$ cat config.mk
export PLATFORM = sky130hd
export DESIGN_NAME = soft_irq_pend
export DESIGN_NICKNAME = d
export VERILOG_FILES = /design/src/rtl/softint_pkg.sv /design/src/rtl/softint_store.sv /design/src/rtl/softint_gate.sv /design/src/rtl/soft_irq_pend.sv
export SDC_FILE = /design/constraint.sdc
export NUM_CORES = 1
export LEC_CHECK = 0
export CORE_MARGIN = 4
export CORE_UTILIZATION = 30
export CTS_BUF_LIST = sky130_fd_sc_hd__clkbuf_16
export DETAILED_ROUTE_END_ITERATION = 6
export GPL_ROUTABILITY_DRIVEN = 0
export PLACE_DENSITY_LB_ADDON = 0.25
export RECOVER_POWER = 50
export SLEW_MARGIN = 20
export SYNTH_ARGS = -nofsm -noshare
export SYNTH_HDL_FRONTEND = slang
export SYNTH_HIERARCHICAL = 1
export SYNTH_SLANG_ARGS = --single-unit
$ cat constraint.sdc
create_clock -name clk -period 2.1 [get_ports clk]
set_clock_uncertainty 0.2 [all_clocks]
set_input_delay 0.63 -clock clk [delete_from_list [all_inputs] [get_ports clk]]
set_output_delay 0.63 -clock clk [all_outputs]
set_load 0.03 [all_outputs]
$ cat src/rtl/softint_pkg.sv
package softint_pkg;
  localparam int SI_BITS = 17;

  typedef enum logic [1:0] {
    WR_DIRECT = 2'd0,
    WR_SET    = 2'd1,
    WR_CLEAR  = 2'd2,
    WR_NONE   = 2'd3
  } wr_kind_e;

  // Software-side next value of the pending register.
  function automatic logic [SI_BITS-1:0] sw_update(
    input logic               en,
    input wr_kind_e           kind,
    input logic [SI_BITS-1:0] cur,
    input logic [SI_BITS-1:0] wdat
  );
    if (!en) return cur;
    case (kind)
      WR_DIRECT: return wdat;
      WR_SET:    return cur | wdat;
      WR_CLEAR:  return cur & ~wdat;
      default:   return cur;
    endcase
  endfunction
endpackage

$ cat src/rtl/softint_store.sv
module softint_store
  import softint_pkg::*;
#(
  parameter int NB = SI_BITS
) (
  input  logic          clk,
  input  logic          rst,
  input  logic          wr_en,
  input  wr_kind_e      wr_kind,
  input  logic [NB-1:0] wr_low,
  input  logic [NB-1:0] hw_set,
  output logic [NB-1:0] sw_nxt,
  output logic [NB-1:0] pend_q
);
  // Hardware sets are ORed in after the software update, so they win.
  assign sw_nxt = sw_update(wr_en, wr_kind, pend_q, wr_low);

  always_ff @(posedge clk) begin
    if (rst) pend_q <= '0;
    else     pend_q <= sw_nxt | hw_set;
  end
endmodule

$ cat src/rtl/softint_gate.sv
module softint_gate #(
  parameter int NB       = 17,
  parameter int PIL_W    = 4,
  parameter int EDGE_PIL = 14
) (
  input  logic [NB-1:0]    pend,
  input  logic [PIL_W-1:0] pil,
  output logic [NB-1:0]    elig,
  output logic [NB-1:0]    post
);
  for (genvar b = 0; b < NB; b++) begin : g_bit
    if (b == 0 || b == NB - 1) begin : g_timer
      assign elig[b] = 32'(pil) < 32'(EDGE_PIL);
    end else begin : g_level
      assign elig[b] = 32'(pil) < 32'(b);
    end
  end

  assign post = pend & elig;
endmodule

$ cat src/rtl/soft_irq_pend.sv
module soft_irq_pend
  import softint_pkg::*;
#(
  parameter int DATA_W   = 64,
  parameter int NB       = SI_BITS,
  parameter int PIL_W    = 4,
  parameter int EDGE_PIL = 14
) (
  input  logic              clk,
  input  logic              rst,
  input  logic              wr_en,
  input  logic [1:0]        wr_kind,
  input  logic [DATA_W-1:0] wr_data,
  input  logic [PIL_W-1:0]  pil,
  input  logic              tick_hit,
  input  logic              stick_hit,
  output logic [DATA_W-1:0] rd_val,
  output logic [NB-1:0]     irq_post
);
  localparam int PAD_W = DATA_W - NB;

  logic [NB-1:0] hw_set;
  logic [NB-1:0] sw_nxt;
  logic [NB-1:0] pend_q;
  logic [NB-1:0] elig;

  assign hw_set = {stick_hit, {(NB-2){1'b0}}, tick_hit};

  softint_store #(.NB(NB)) u_store (
    .clk     (clk),
    .rst     (rst),
    .wr_en   (wr_en),
    .wr_kind (wr_kind_e'(wr_kind)),
    .wr_low  (wr_data[NB-1:0]),
    .hw_set  (hw_set),
    .sw_nxt  (sw_nxt),
    .pend_q  (pend_q)
  );

  softint_gate #(.NB(NB), .PIL_W(PIL_W), .EDGE_PIL(EDGE_PIL)) u_gate (
    .pend (pend_q),
    .pil  (pil),
    .elig (elig),
    .post (irq_post)
  );

  assign rd_val = {{PAD_W{1'b0}}, pend_q};
endmodule

==> summary.txt <==
Die Ht - 77.23 um
Worst-case clock buffer depth - 2
VDD IR max - 320.2 uV
First-pass GRT wire length - 6.030 mm
HPWL Detailed - 3.016 mm
Number of H-tree levels - 1
Hold Path Sink - u_store/pend_q[12]$_SDFF_PP0_
IO Pins - 156
Iteration-0 DRC Markers - 61
GRT overflow - 0
Post-Syn Instances - 179
PortBufs - 61
Vias in the first global route - 1,219
DIE WIDTH - 77.23 um
Worst hold stages - 2
RR Startpoint - u_store/pend_q[16]$_SDFF_PP0_
Vias - 1,313
Remaining antenna violation count - 0
RSZ-0062 raised after global routing - true
Setup ws final - -0.1588 ns
R2R Path End - u_store/pend_q[16]$_SDFF_PP0_
Top flop regs - u_store/pend_q x17
Total wire length - 3.897 mm
Commonest non-fill, non-tap cell in the layout - conb_1
Critical path peak fanout - 5
Min Clock Period, post-route - 2.259 ns
HP Start - u_store/pend_q[12]$_SDFF_PP0_
Max Cap Viol - 0
Reg2Reg Depth - 2
DP Worst Slack - -0.8779 ns
CTS Buf Count - 3
Slew Viols, Final - 0
Fin. Hold Viols - 0
Data arrival time of the critical path - 1.43 ns
Layout cells sized above 1 - 28.68%
Crit. End Element - output port
Violated checks - negative setup slack
Initial antenna violation count - 0
Clock transition at the registers of the reported paths - 0.05 ns
Starting Density - 31.92%
Busiest grt layer - met2
Root Buffer - clkbuf_16
Worst Path Required - 1.27 ns
Crit Path Category - input pin to output port
Reg2reg setup slack - 1.26 ns
FMAX - 442.7 MHz
Core area - 0.004504 mm^2
Num rows - 24
Layout Nets - 341
Leak - 1.022 nW
CTS tree - done
Syn-to-layout area delta - 55.18%
Syn. warnings - 6
Pin count of the biggest net entering global routing - 18
Avg WL per Cell - 12.29 um
Largest Register - u_store/pend_q
Full die area - 0.005964 mm^2
N_diodes - 0
Met2 Resource Use GR - 21.76%
Avg Vias per Cell - 4.142
Status - complete, but fails checks
Max FFs per register - 17
Most frequent cells in the layout - conb_1, a21oi_1, clkdlybuf4s50_1
Remaining DRCs - 0
# setup viols final - 12
Met3 Track Usage GR - 4.333%
Cell Pwr Density - 570.0 mW/mm^2
Design Area, Final - 0.002231 mm^2
Clock latency at the later pin of the worst-skew pair - 0.25 ns
Clk sink count - 17
Post-Syn Area per Cell - 8.031 um^2
Netlist Area Pre-Place - 0.001438 mm^2
Hold Crit Class - flip-flop to flip-flop
Overall Power - 1.272 mW
DP Area - 0.001994 mm^2
GRT Util Overall - 12.36%
Tcrit/Tclk final - 107.6%
GR Layer Usage met1 - 14.53%
First-pass DRT Iterations - 4
Worst setup SP type - input pin
## how the worst max path moves through the flow
stage	endpoint	slack (ns)	start	depth (start not counted)
after floorplan	irq_post[5]	-0.06	pil[0]	3
after global placement	irq_post[0]	-0.88	pil[2]	4
after detailed placement	irq_post[14]	-0.88	pil[2]	4
after CTS	irq_post[1]	-0.16	pil[3]	5
after global routing	irq_post[1]	-0.18	pil[3]	5
final	irq_post[1]	-0.16	pil[3]	5
## what timing repair did
item,in CTS,in global routing
resized for setup,96,14
hold buffers,0,0
buffers inserted,3,1
cloned,1,0
setup endpoints to repair,32,17
pin swaps,13,12
## where the power goes
| group | internal, mW | switching, mW | leakage (nW) |
|---|---|---|---|
| logic | 0.190 | 0.328 | 0.839 |
| registers | 0.349 | 0.0170 | 0.143 |
| clock network | 0.255 | 0.133 | 0.0409 |
| total | 0.794 | 0.478 | 1.02 |
## critical path: stages
cell,delay (ns)
buf_8,0.10
buf_6,0.13
nor4_4,0.27
and2_4,0.18
buf_6,0.12
## layout make-up
cell class	count	area, um^2
clock inverters	1	5.005
repair buffers	80	782.0
fillers	465	2273
flip-flops and latches	17	340.3
clock buffers	3	75.07
well taps	52	65.06
multi-input cells	163	959.7
inverters	1	3.754
## through the flow
| stage | util [%] | std cells | setup TNS [ns] | hold slack (ns) |
|---|---|---|---|---|
| floorplan | - | 240 | -0.05768 | 0.4152 |
| global placement | 44.28 | 308 | -10.29 | 0.2820 |
| detailed placement | 44.28 | 308 | -10.24 | 0.2771 |
| CTS | 49.67 | 316 | -1.087 | 0.2847 |
| global route | 49.53 | 317 | -1.369 | 0.3003 |
| finish | 49.53 | 317 | -1.045 | 0.2962 |
## routing by layer
metal	wire [um]	share of wire (%)
met1	1600	41
met2	1938	50
met3	358	9.2
met4	0	0
met5	0	0
No activity file was read; power rests on OpenSTA's default activity.
